$ cat src/rtl/mpt_pkg.sv
package mpt_pkg;

   typedef enum logic [1:0] {
      MODE_PLAIN = 2'd0,
      MODE_IDLE  = 2'd1,
      MODE_ABIT  = 2'd2,
      MODE_ABAUD = 2'd3
   } txmode_e;

   typedef struct packed {
      txmode_e mode;
      logic    msb_first;
      logic    seven_bit;
      logic    par_en;
      logic    par_even;
      logic    two_stop;
   } txcfg_t;

endpackage

$ cat src/rtl/mpt_holdbuf.sv
module mpt_holdbuf #(
   parameter int DATA_W = 8
) (
   input  logic              clk,
   input  logic              rst_n,
   input  logic              wr_en,
   input  logic [DATA_W-1:0] wr_data,
   input  logic              take,
   input  logic              start_pulse,
   input  logic              addr_set,
   input  logic              brk_set,
   output logic [DATA_W-1:0] data_q,
   output logic              empty_q,
   output logic              addr_req_q,
   output logic              brk_req_q
);
   logic used_addr, used_brk;
   logic clr_addr, clr_brk;

   // a request is consumed only by the frame that captured it
   assign clr_addr = start_pulse && (take ? addr_req_q : used_addr);
   assign clr_brk  = start_pulse && (take ? brk_req_q  : used_brk);

   always_ff @(posedge clk or negedge rst_n) begin
      if (!rst_n) begin
         data_q     <= '0;
         empty_q    <= 1'b1;
         addr_req_q <= 1'b0;
         brk_req_q  <= 1'b0;
         used_addr  <= 1'b0;
         used_brk   <= 1'b0;
      end else begin
         if (wr_en) begin
            data_q  <= wr_data;
            empty_q <= 1'b0;
         end else if (take) begin
            empty_q <= 1'b1;
         end
         if (take) begin
            used_addr <= addr_req_q;
            used_brk  <= brk_req_q;
         end
         addr_req_q <= addr_set | (addr_req_q & ~clr_addr);
         brk_req_q  <= brk_set  | (brk_req_q  & ~clr_brk);
      end
   end

   assert_write_fills_R10: assert property (@(posedge clk) disable iff (!rst_n)
      wr_en |=> !empty_q);
   assert_load_empties_R10: assert property (@(posedge clk) disable iff (!rst_n)
      take && !wr_en |=> empty_q);
   assert_addr_clears_R9: assert property (@(posedge clk) disable iff (!rst_n)
      clr_addr && !addr_set |=> !addr_req_q);
   assert_brk_clears_R9: assert property (@(posedge clk) disable iff (!rst_n)
      clr_brk && !brk_set |=> !brk_req_q);

endmodule

$ cat src/rtl/mpt_framer.sv
module mpt_framer
   import mpt_pkg::*;
#(
   parameter int DATA_W    = 8,
   parameter int IDLE_BITS = 11,
   parameter int BRK_BITS  = 13,
   parameter int DELIM_W   = 2,
   parameter bit HDR_EN    = 1'b1,
   parameter int FW        = 29,
   parameter int CW        = 5
) (
   input  txcfg_t             cfg,
   input  logic [DELIM_W-1:0] delim,
   input  logic [DATA_W-1:0]  data,
   input  logic               addr,
   input  logic               brk,
   output logic [FW-1:0]      frm,
   output logic [FW-1:0]      mrk,
   output logic [CW-1:0]      len
);
   localparam logic [FW-1:0] BRK_MASK = FW'((64'd1 << BRK_BITS) - 64'd1);

   logic [DATA_W-1:0] rev_full, rev_short, dmask, dword, ord;
   logic [CW-1:0]     nbits, p;
   logic              hdr_on, gap_on, abit, brk_flat, par_x;

   // reversed data for MSB-first order, one variant per character length
   for (genvar g = 0; g < DATA_W; g++) begin : g_rev
      assign rev_full[g] = data[DATA_W-1-g];
      if (g < DATA_W-1) begin : g_s
         assign rev_short[g] = data[DATA_W-2-g];
      end else begin : g_top
         assign rev_short[g] = 1'b0;
      end
   end

   if (HDR_EN) begin : g_hdr
      assign hdr_on = (cfg.mode == MODE_ABAUD) && brk;
   end else begin : g_nohdr
      assign hdr_on = 1'b0;
   end

   assign gap_on   = (cfg.mode == MODE_IDLE) && addr;
   assign abit     = (cfg.mode == MODE_ABIT);
   assign brk_flat = brk && !hdr_on;
   assign dmask    = cfg.seven_bit ? {1'b0, {(DATA_W-1){1'b1}}} : {DATA_W{1'b1}};
   assign dword    = data & dmask;
   assign nbits    = cfg.seven_bit ? CW'(DATA_W-1) : CW'(DATA_W);
   assign ord      = cfg.msb_first ? (cfg.seven_bit ? rev_short : rev_full) : dword;
   assign par_x    = (^dword) ^ (abit & addr);

   always_comb begin
      frm = '1;
      mrk = '0;
      p   = '0;
      if (gap_on) p = CW'(IDLE_BITS);
      if (hdr_on) begin
         frm = frm & ~BRK_MASK;
         p   = CW'(BRK_BITS) + CW'(delim) + CW'(1);
      end
      frm[p] = 1'b0;
      mrk[p] = 1'b1;
      p      = p + CW'(1);
      frm    = (frm & ~(FW'(dmask) << p)) | (FW'(ord) << p);
      p      = p + nbits;
      if (cfg.par_en) begin
         frm[p] = cfg.par_even ? par_x : ~par_x;
         p      = p + CW'(1);
      end
      if (abit) begin
         frm[p] = addr;
         p      = p + CW'(1);
      end
      p = p + (cfg.two_stop ? CW'(2) : CW'(1));
      if (brk_flat) frm = frm & ({FW{1'b1}} << p);
      len = p;
   end

endmodule

$ cat src/rtl/mpt_shifter.sv
module mpt_shifter #(
   parameter int FW = 29,
   parameter int CW = 5
) (
   input  logic          clk,
   input  logic          rst_n,
   input  logic          baud_tick,
   input  logic          pending,
   input  logic [FW-1:0] frm_in,
   input  logic [FW-1:0] mrk_in,
   input  logic [CW-1:0] len_in,
   output logic          take,
   output logic          start_pulse,
   output logic          act,
   output logic          tx_q
);
   logic [FW-1:0] sh, mk;
   logic [CW-1:0] cnt;
   logic          more, seen;

   assign more        = act && (cnt > CW'(1));
   assign take        = baud_tick && pending && !more;
   assign start_pulse = baud_tick && ((more && mk[1]) || (take && mrk_in[0]));

   always_ff @(posedge clk or negedge rst_n) begin
      if (!rst_n) begin
         sh   <= '1;
         mk   <= '0;
         cnt  <= '0;
         act  <= 1'b0;
         tx_q <= 1'b1;
         seen <= 1'b0;
      end else begin
         seen <= 1'b1;
         if (baud_tick) begin
            if (more) begin
               sh   <= sh >> 1;
               mk   <= mk >> 1;
               cnt  <= cnt - CW'(1);
               tx_q <= sh[1];
            end else if (pending) begin
               sh   <= frm_in;
               mk   <= mrk_in;
               cnt  <= len_in;
               act  <= 1'b1;
               tx_q <= frm_in[0];
            end else begin
               act  <= 1'b0;
               tx_q <= 1'b1;
            end
         end
      end
   end

   assert_tx_on_tick_R2: assert property (@(posedge clk) disable iff (!rst_n)
      !baud_tick |=> $stable(tx_q));
   assert_load_on_tick_R10: assert property (@(posedge clk) disable iff (!rst_n)
      seen && $rose(act) |-> $past(baud_tick));
   assert_idle_high_R12: assert property (@(posedge clk) disable iff (!rst_n)
      !act |-> tx_q);

endmodule

$ cat src/rtl/mp_uart_tx.sv
module mp_uart_tx
   import mpt_pkg::*;
#(
   parameter int DATA_W    = 8,
   parameter int IDLE_BITS = 11,
   parameter int BRK_BITS  = 13,
   parameter int DELIM_W   = 2,
   parameter bit HDR_EN    = 1'b1
) (
   input  logic               clk,
   input  logic               rst_n,
   input  logic [1:0]         cfg_mode,
   input  logic               cfg_msb_first,
   input  logic               cfg_seven_bit,
   input  logic               cfg_par_en,
   input  logic               cfg_par_even,
   input  logic               cfg_two_stop,
   input  logic [DELIM_W-1:0] cfg_delim,
   input  logic               addr_req_set,
   input  logic               brk_req_set,
   output logic               addr_req,
   output logic               brk_req,
   input  logic               wr_en,
   input  logic [DATA_W-1:0]  wr_data,
   output logic               buf_empty,
   input  logic               baud_tick,
   output logic               tx,
   output logic               busy
);
   localparam int HDR_MAX = HDR_EN ? (BRK_BITS + (1 << DELIM_W)) : 0;
   localparam int PRE_MAX = (HDR_MAX > IDLE_BITS) ? HDR_MAX : IDLE_BITS;
   localparam int FW      = PRE_MAX + 1 + DATA_W + 1 + 1 + 2;
   localparam int CW      = $clog2(FW + 1);

   if (DATA_W < 5 || DATA_W > 16) begin : g_chk_data
      $error("DATA_W must lie in 5..16");
   end
   if (IDLE_BITS < 1 || BRK_BITS < 1 || DELIM_W < 1) begin : g_chk_len
      $error("gap, break and delimiter widths must be positive");
   end

   txcfg_t            cfg;
   logic [DATA_W-1:0] hold_data;
   logic [FW-1:0]     frm, mrk;
   logic [CW-1:0]     len;
   logic              take, start_pulse, act;

   assign cfg = '{mode: txmode_e'(cfg_mode), msb_first: cfg_msb_first,
                  seven_bit: cfg_seven_bit, par_en: cfg_par_en,
                  par_even: cfg_par_even, two_stop: cfg_two_stop};

   mpt_holdbuf #(.DATA_W(DATA_W)) u_buf (
      .clk(clk), .rst_n(rst_n), .wr_en(wr_en), .wr_data(wr_data),
      .take(take), .start_pulse(start_pulse),
      .addr_set(addr_req_set), .brk_set(brk_req_set),
      .data_q(hold_data), .empty_q(buf_empty),
      .addr_req_q(addr_req), .brk_req_q(brk_req));

   mpt_framer #(.DATA_W(DATA_W), .IDLE_BITS(IDLE_BITS), .BRK_BITS(BRK_BITS),
                .DELIM_W(DELIM_W), .HDR_EN(HDR_EN), .FW(FW), .CW(CW)) u_frm (
      .cfg(cfg), .delim(cfg_delim), .data(hold_data),
      .addr(addr_req), .brk(brk_req), .frm(frm), .mrk(mrk), .len(len));

   mpt_shifter #(.FW(FW), .CW(CW)) u_sh (
      .clk(clk), .rst_n(rst_n), .baud_tick(baud_tick), .pending(!buf_empty),
      .frm_in(frm), .mrk_in(mrk), .len_in(len),
      .take(take), .start_pulse(start_pulse), .act(act), .tx_q(tx));

   assign busy = act | !buf_empty;

   assert_quiet_line_R11: assert property (@(posedge clk) disable iff (!rst_n)
      !busy |-> tx);
   assert_write_busy_R11: assert property (@(posedge clk) disable iff (!rst_n)
      wr_en |=> busy);

endmodule

$ cat config.mk
export PLATFORM = sky130hd
export DESIGN_NAME = mp_uart_tx
export DESIGN_NICKNAME = d
export VERILOG_FILES = /design/src/rtl/mpt_pkg.sv /design/src/rtl/mpt_holdbuf.sv /design/src/rtl/mpt_framer.sv /design/src/rtl/mpt_shifter.sv /design/src/rtl/mp_uart_tx.sv
export SDC_FILE = /design/constraint.sdc
export NUM_CORES = 1
export LEC_CHECK = 0
export BUFFER_PORTS_ARGS = -buffer_cell sky130_fd_sc_hd__buf_2
export CAP_MARGIN = 20
export CORE_MARGIN = 4
export CORE_UTILIZATION = 60
export DETAILED_ROUTE_END_ITERATION = 10
export MAX_ROUTING_LAYER = met4
export PLACE_DENSITY = 0.78
export SETUP_SLACK_MARGIN = 0.3
export SKIP_CTS_REPAIR_TIMING = 1
export SLEW_MARGIN = 20
export SYNTH_ARGS = -nofsm -noshare
export SYNTH_HDL_FRONTEND = slang
export SYNTH_SLANG_ARGS = --single-unit
$ cat constraint.sdc
create_clock -name clk -period 16.2 [get_ports clk]
set_clock_uncertainty 0.15 [all_clocks]
set_input_delay 2.43 -clock clk [delete_from_list [all_inputs] [get_ports clk]]
set_output_delay 2.43 -clock clk [all_outputs]
set_load 0.005 [all_outputs]
==> results of run 1 <==
flip-flops by register name, summed over array words and instances (netlist names):
register and flops:
u_sh.cnt 5, u_sh.mk 29, u_buf.data_q 8, u_sh.tx_q 1, u_buf.used_addr 1, u_sh.sh 29, u_buf.used_brk 1, u_sh.act 1
u_buf.empty_q 1, u_buf.brk_req_q 1, u_buf.addr_req_q 1
cells in the final DEF (no fill, tap or decap), types with 20 or more instances in the layout:
cell type,instances
sky130_fd_sc_hd__a31oi_1,22
sky130_fd_sc_hd__a22oi_1,22
sky130_fd_sc_hd__nand2_1,118
sky130_fd_sc_hd__o21ai_0,74
sky130_fd_sc_hd__mux2_2,21
sky130_fd_sc_hd__dfstp_2,31
sky130_fd_sc_hd__mux2i_1,20
sky130_fd_sc_hd__nor3_1,28
sky130_fd_sc_hd__dfrtp_1,47
sky130_fd_sc_hd__nand3_1,39
sky130_fd_sc_hd__ha_1,27
sky130_fd_sc_hd__buf_2,26
sky130_fd_sc_hd__a21oi_1,54
sky130_fd_sc_hd__nor2_1,86
final cells by class:
type	instances	share of cell area, %
sequential	78	26.8
tap	143	2.40
inverter	21	1.06
multi-input combinational	734	63.2
timing repair buffer	35	2.66
clock inverter	7	0.891
clock buffer	9	3.03
worst max path at each step:
stage                           start          end  slack (ns)  cells after the start
after floorplan           cfg_mode[0]   u_sh.sh[4]        8.44                     22
after global placement    cfg_mode[1]  u_sh.sh[20]        7.66                     19
after detailed placement  cfg_mode[0]  u_sh.sh[20]        7.55                     19
after CTS                 cfg_mode[0]    u_sh.tx_q        7.85                     20
after global routing      cfg_mode[0]    u_sh.tx_q        7.32                     20
final                     cfg_mode[0]    u_sh.tx_q        7.70                     20
metal layers:
metal	wire (µm)	up-vias	GRT usage (%)
met4	1030	0	14.0
met3	2410	87	6.17
met1	10000	3553	50.3
li1	-	3279	-
met2	11000	503	57.6
met5	0	-	-
stage by stage:
| step | util, % | std cells | setup slack (ns) | instance area, µm² |
|---|---|---|---|---|
| 3_3_place_gp | 62.3 | 1011 | 7.66 | 7150 |
| 6_report | 64.9 | 1027 | 7.70 | 7440 |
| 4_1_cts | 64.9 | 1027 | 7.85 | 7440 |
| 2_1_floorplan | - | 896 | 8.44 | 7040 |
| 3_5_place_dp | 62.3 | 1011 | 7.55 | 7150 |
| 5_1_grt | 64.9 | 1027 | 7.32 | 7440 |
kinds of logic after synthesis:
group | Yosys count
AOI/OAI and AO/OA | 297
xor gates and xnor gates | 21
adders and majority gates | 29
buffers and inverters | 84
DFF | 78
muxes | 42
and+or+nand+nor | 345
worst register-to-register path, stage by stage (launching register included):
cell                       delay, ns
sky130_fd_sc_hd__dfrtp_1        0.56
sky130_fd_sc_hd__nand3_1        0.32
sky130_fd_sc_hd__o21ai_0        0.55
sky130_fd_sc_hd__ha_1           0.63
sky130_fd_sc_hd__inv_1          0.41
sky130_fd_sc_hd__fa_1           0.73
sky130_fd_sc_hd__inv_1          0.14
sky130_fd_sc_hd__ha_1           0.31
sky130_fd_sc_hd__mux2_2         0.31
sky130_fd_sc_hd__ha_1           0.28
sky130_fd_sc_hd__nand2_1        0.04
sky130_fd_sc_hd__o21ai_0        0.16
sky130_fd_sc_hd__inv_1          0.10
sky130_fd_sc_hd__fa_1           0.45
sky130_fd_sc_hd__or3_4          0.42
sky130_fd_sc_hd__nand2_1        0.16
sky130_fd_sc_hd__nand2_1        0.12
sky130_fd_sc_hd__o21ai_0        0.39
sky130_fd_sc_hd__o211ai_1       0.16
sky130_fd_sc_hd__a211oi_1       0.32
power groups by stage:
stage | combinational [µW] | sequential [µW] | clock (µW)
3_5_place_dp | 724 | 349 | 0
4_1_cts | 729 | 347 | 202
5_1_grt | 811 | 357 | 211
3_3_place_gp | 711 | 343 | 0
6_report | 757 | 350 | 200
2_1_floorplan | 544 | 330 | 0
==> impl_metrics.sql, run 1 <==
INSERT INTO impl_metrics (metric_group, metric, value, unit) VALUES
('floorplan', 'die-width', '116', 'µm'),
('hold_path', 'hp-start', 'u_sh.mk[26]', ''),
('yosys', 'synth_top_family_by_area', 'compound AO/OA/AOI/OAI gates', ''),
('yosys', 'post-synth-top-area-fraction', '16.7', '%'),
('cts', 'ctsRootBufferMaster', 'sky130_fd_sc_hd__clkbuf_16', ''),
('yosys', 'synth_area', '0.00704', 'mm²'),
('hold_path', 'worstHoldPathCells', '2', ''),
('finish', 'seqCellArea', '0.00199', 'mm²'),
('yosys', 'synth-compound-area-share', '27.9', '%'),
('placed_design', 'finalWeightedCongestion', '1.11', ''),
('drt', 'num_vias', '7422', ''),
('finish', 'net_count_of_the_finished_layout', '931', ''),
('sta', 'max_freq', '118', 'MHz'),
('yosys', 'number_of_flip_flops_and_latches_in_the_synthesized_netlist', '78', ''),
('critical_path', 'r2r.worst_path.cells', '19', ''),
('critical_path', 'startpoint_of_the_lowest_slack_register_to_register_path', 'u_buf.brk_req_q', ''),
('yosys', 'synth.net_count', '948', ''),
('yosys', 'synthXorXnorAreaFrac', '3.91', '%'),
('floorplan', 'die_area', '0.0135', 'mm²'),
('global_route', 'grt_first_pass_wirelength', '38400', 'µm'),
('power_and_ir_drop', 'power.ir.vdd_worst', '0.193', 'mV'),
('placed_design', 'port-buffer-count', '27', ''),
('critical_path', 'crit_type', 'primary input to flop', ''),
('yosys', 'seq_total_area_yosys', '28.3', '%'),
('power_and_ir_drop', 'switching_power', '656', 'µW'),
('power_and_ir_drop', 'seqPwrFrac', '26.8', '%'),
('sta', 'setup_repair_after_global_routing_missed_its_margin', 'no', ''),
('drt', 'detail_route.wl_per_cell', '23.8', 'µm'),
('global_route', 'grt_max_degree', '79', ''),
('floorplan', 'placementRows', '39', ''),
('hold_path', 'worst_hold_path.endpoint', 'u_sh.mk[26]', ''),
('yosys', 'edff_count_synth', '0', ''),
('cts', 'worst_setup_hold_path_clk_slew', '0.07', 'ns'),
('power_and_ir_drop', 'cell_internal_pwr', '651', 'µW'),
('critical_path', 'worstPathMaxFanout', '19', ''),
('drt', 'detail_route.iter0.violations', '1190', ''),
('power_and_ir_drop', 'clkPwrFrac', '15.3', '%'),
('hold_path', 'timing.hold.worst.class', 'flop to flop', ''),
('critical_path', 'critPathBufInv', '4', ''),
('cts', 'clock_tree.htree_level_count', '3', ''),
('yosys', 'most_used_standard_cell_by_instance_count_after_synthesis', 'sky130_fd_sc_hd__nand2_1', ''),
('finish', 'final_layout_size_suffix_gt1_share', '15.2', '%'),
('cts', 'cts_made_buffers', '9', ''),
('drt', 'avgViaCountPerCell', '7.23', ''),
('finish', 'multi_input_area', '0.00470', 'mm²'),
('power_and_ir_drop', 'design_power_total', '1310', 'µW'),
('critical_path', 'critical_path.cell_chain', 'buf_2 -> nand3_1 -> o21ai_0 -> ha_1 -> inv_1 -> fa_1 -> inv_1 -> ha_1 -> mux2_2 -> ha_1 -> nand2_1 -> o21ai_0 -> inv_1 -> fa_1 -> or3_4 -> nand2_1 -> nand2_1 -> o21ai_0 -> o211ai_1 -> a211oi_1', ''),
('power_and_ir_drop', 'comb_power_share', '57.9', '%'),
('cts', 'clock_path_buffers', '2', ''),
('drt', 'totalWireLength', '24500', 'µm'),
('critical_path', 'crit_required', '16.29', 'ns'),
('floorplan', 'start_util', '61.4', '%'),
('global_route', 'gr-usage-all-layers', '37.6', '%'),
('job', 'max_cap_viol_count', '0', ''),
('yosys', 'yosys.area_share.adder', '5.37', '%'),
('power_and_ir_drop', 'power.density', '176', 'mW/mm²'),
('global_route', 'total_congestion_overflow_after_global_routing', '0', ''),
('sta', 'total_negative_slack', '0', 'ns'),
('yosys', 'postSynthAreaPerCell', '7.86', 'µm²'),
('finish', 'n_fill_cell', '997', ''),
('drt', 'count_of_unresolved_drc_violations_after_routing', '0', ''),
('sta', 'hold-worst-slack', '0.326', 'ns'),
('critical_path', 'cp-start-kind', 'primary input', ''),
('outcome', 'status', 'finished clean', ''),
('floorplan', 'standard_cell_core_area', '0.0115', 'mm²'),
('power_and_ir_drop', 'leakagePower', '0.00293', 'µW'),
('critical_path', 'regToRegSetupSlack', '9.38', 'ns'),
('sta', 'setup_viol_count_final', '0', ''),
('sta', 'final-max-slew-violation-count', '0', ''),
('critical_path', 'critical_path.reg2reg.endpoint', 'u_sh.tx_q', ''),
('critical_path', 'worst_path_arrival_time', '8.59', 'ns');
Power figures use the tool's default switching activity.
==> run 2, diff against run 1 <==
--- a/config.mk
+++ b/config.mk
@@ -8,10 +8,10 @@
 export BUFFER_PORTS_ARGS = -buffer_cell sky130_fd_sc_hd__buf_2
 export CAP_MARGIN = 20
 export CORE_MARGIN = 4
-export CORE_UTILIZATION = 60
+export CORE_UTILIZATION = 58
 export DETAILED_ROUTE_END_ITERATION = 10
 export MAX_ROUTING_LAYER = met4
-export PLACE_DENSITY = 0.78
+export PLACE_DENSITY = 0.79
 export SETUP_SLACK_MARGIN = 0.3
 export SKIP_CTS_REPAIR_TIMING = 1
 export SLEW_MARGIN = 20
==> constraint.sdc (replaced) <==
create_clock -name clk -period 7.28 [get_ports clk]
set_clock_uncertainty 0.15 [all_clocks]
set_input_delay 1.092 -clock clk [delete_from_list [all_inputs] [get_ports clk]]
set_output_delay 1.092 -clock clk [all_outputs]
set_load 0.005 [all_outputs]
==> impl_metrics.sql, run 2 (synthesis gave the netlist of run 1 again) <==
INSERT INTO impl_metrics (metric_group, metric, value, unit) VALUES
('placed_design', 'place_ws', '0.498', 'ns'),
('drt', 'wirelength_met1', '10300', 'µm'),
('floorplan', 'placementRows', '39', ''),
('drt', 'detail_route.iter0.violations', '1342', ''),
('critical_path', 'r2r.worst_path.cells', '20', ''),
('sta', 'final_min_period_over_clock_period', '86.7', '%'),
('outcome', 'status', 'finished clean', ''),
('sta', 'setup_repair_after_global_routing_missed_its_margin', 'no', ''),
('global_route', 'total_congestion_overflow_after_global_routing', '0', ''),
('floorplan', 'start_util', '60.4', '%'),
('power_and_ir_drop', 'leakagePower', '0.00297', 'µW'),
('placed_design', 'postPlaceCellArea', '0.00719', 'mm²'),
('placed_design', 'detailedPlacementHpwl', '18600', 'µm'),
('floorplan', 'standard_cell_core_area', '0.0117', 'mm²'),
('drt', 'totalWireLength', '25200', 'µm'),
('hold_path', 'timing.hold.worst.class', 'flop to flop', ''),
('cts', 'cts_made_buffers', '9', ''),
('job', 'max_cap_viol_count', '0', ''),
('critical_path', 'cp-start-kind', 'primary input', ''),
('sta', 'final-max-slew-violation-count', '0', ''),
('drt', 'antenna_violating_nets_post_route', '0', ''),
('floorplan', 'pin_count', '28', ''),
('sta', 'setup_viol_count_final', '0', ''),
('sta', 'finalHoldViolCount', '0', ''),
('critical_path', 'crit_required', '7.41', 'ns'),
('critical_path', 'regToRegSetupSlack', '1.51', 'ns'),
('cts', 'tritoncts', 'yes', ''),
('finish', 'most-common-layout-cells', '118 x sky130_fd_sc_hd__nand2_1, 86 x sky130_fd_sc_hd__nor2_1, 74 x sky130_fd_sc_hd__o21ai_0, 54 x sky130_fd_sc_hd__a21oi_1, 47 x sky130_fd_sc_hd__dfrtp_1', ''),
('cts', 'clock_tree.htree_level_count', '3', ''),
('cts', 'clock_insertion_delay_worst_skew', '0.35', 'ns'),
('global_route', 'gr-usage-all-layers', '36.8', '%'),
('drt', 'drt_pre_antenna_iters', '6', ''),
('cts', 'ctsRootBufferMaster', 'sky130_fd_sc_hd__clkbuf_16', ''),
('drt', 'num_vias', '7512', ''),
('finish', 'final_common_cell', 'sky130_fd_sc_hd__nand2_1', ''),
('critical_path', 'worst_path_arrival_time', '6.44', 'ns'),
('drt', 'detail_route.wl_per_cell', '24.4', 'µm'),
('placed_design', 'port-buffer-count', '27', ''),
('global_route', 'grt_max_degree', '79', ''),
('floorplan', 'die_h', '118', 'µm'),
('cts', 'clock_path_buffers', '2', ''),
('drt', 'wl_met3', '2820', 'µm'),
('critical_path', 'endpoint_kind', 'flop', ''),
('power_and_ir_drop', 'power.density', '394', 'mW/mm²'),
('finish', 'n_fill_cell', '1011', ''),
('global_route', 'vias_in_the_first_global_route', '7047', ''),
('finish', 'net_count_of_the_finished_layout', '937', ''),
('drt', 'detailroute.wirelength.met2', '11300', 'µm'),
('critical_path', 'worstPathMaxFanout', '14', ''),
('sta', 'period_minus_slack', '6.32', 'ns'),
('finish', 'final_layout_size_suffix_gt1_share', '15.8', '%'),
('placed_design', 'finalWeightedCongestion', '1.05', ''),
('drt', 'avgViaCountPerCell', '7.26', ''),
('critical_path', 'startpoint_of_the_lowest_slack_register_to_register_path', 'u_buf.brk_req_q', ''),
('critical_path', 'startpoint', 'cfg_mode[1]', ''),
('sta', 'max_freq', '158', 'MHz'),
('global_route', 'antenna_found_initial', '1', ''),
('cts', 'worst_setup_hold_path_clk_slew', '0.07', 'ns'),
('power_and_ir_drop', 'power.ir.vdd_worst', '0.277', 'mV'),
('sta', 'total_negative_slack', '0', 'ns'),
('finish', 'top_regs', 'u_sh.mk: 29 flops, u_sh.sh: 29 flops, u_buf.data_q: 8 flops', ''),
('critical_path', 'critical_path.reg2reg.endpoint', 'u_sh.sh[9]', ''),
('drt', 'count_of_unresolved_drc_violations_after_routing', '0', ''),
('finish', 'design_area', '0.00752', 'mm²'),
('sta', 'final_critical_path_setup_slack', '0.965', 'ns'),
('floorplan', 'die_area', '0.0140', 'mm²'),
('cts', 'cts.sinks', '78', ''),
('critical_path', 'crit_type', 'primary input to flop', ''),
('floorplan', 'die-width', '118', 'µm'),
('sta', 'slew_headroom', '27.6', '%'),
('drt', 'highest_layer', 'met4', ''),
('finish', 'syn2layout_area_growth', '6.73', '%'),
('critical_path', 'crit_end', 'u_sh.sh[9]', ''),
('sta', 'timing_worst_slew_pin_value', '1.08', 'ns'),
('global_route', 'grt_first_pass_wirelength', '39900', 'µm');
run 2: cell types whose count changed in the layout (fill, tap and decap cells not counted), sizes merged:
| cell | before | now |
|---|---|---|
| buf | 35 | 41 |
| bufinv | 0 | 1 |
| clkinv | 1 | 3 |
| diode | 0 | 1 |
| inv | 27 | 24 |
run 2: worst min path at each step:
stage	cells after the start	slack, ns	end	start
2_1_floorplan	2	0.29	u_sh.mk[25]	u_sh.mk[25]
3_3_place_gp	2	0.30	u_sh.mk[27]	u_sh.mk[27]
3_5_place_dp	2	0.32	u_sh.mk[27]	u_sh.mk[27]
4_1_cts	2	0.33	u_sh.mk[27]	u_sh.mk[27]
5_1_grt	2	0.36	u_sh.mk[27]	u_sh.mk[27]
6_report	2	0.32	u_sh.mk[27]	u_sh.mk[27]
run 2: metrics by stage:
stage	utilization, %	cells	total power [µW]	hold WS, ns
floorplan	-	896	1940	0.288
global placement	61.6	1016	2360	0.302
detailed placement	61.6	1016	2400	0.316
CTS	64.2	1032	2880	0.330
global route	64.4	1034	3130	0.356
finish	64.4	1034	2960	0.325
run 2: cell type report:
class / instances / area, µm² / area share [%]
Antenna cell: 1 / 2.50 / 0.0333
Tap cell: 143 / 179 / 2.38
Inverter: 21 / 78.8 / 1.05
Timing Repair Buffer: 41 / 250 / 3.33
Sequential cell: 78 / 1990 / 26.5
Multi-Input combinational cell: 734 / 4710 / 62.7
Clock inverter: 7 / 78.8 / 1.05
Clock buffer: 9 / 225 / 3.00
run 2: per-layer routing:
metal  track usage (%)  up-vias
li1                  -     3291
met1              50.1     3594
met2              54.1      556
met3              7.88       71
met4              13.4        0
met5                 -        -
run 2: worst max-delay path, stage by stage:
cell                        delay, ns
sky130_fd_sc_hd__buf_2           0.19
sky130_fd_sc_hd__nand3b_1        0.30
sky130_fd_sc_hd__nand2_1         0.33
sky130_fd_sc_hd__inv_2           0.36
sky130_fd_sc_hd__ha_1            0.23
sky130_fd_sc_hd__inv_1           0.06
sky130_fd_sc_hd__fa_1            0.55
sky130_fd_sc_hd__inv_1           0.11
sky130_fd_sc_hd__ha_1            0.30
sky130_fd_sc_hd__mux2_2          0.31
sky130_fd_sc_hd__ha_1            0.27
sky130_fd_sc_hd__nand2_1         0.05
sky130_fd_sc_hd__o21ai_0         0.12
sky130_fd_sc_hd__ha_1            0.34
sky130_fd_sc_hd__a21oi_1         0.06
sky130_fd_sc_hd__nor3_1          0.16
sky130_fd_sc_hd__xnor3_1         0.50
sky130_fd_sc_hd__and2_1          0.43
sky130_fd_sc_hd__a32oi_1         0.28
sky130_fd_sc_hd__o2111ai_1       0.15
sky130_fd_sc_hd__a21oi_1         0.21
run 2: where the power goes:
group / switching, µW / internal (µW)
combinational: 1160 / 561
clock: 197 / 270
sequential: 124 / 655
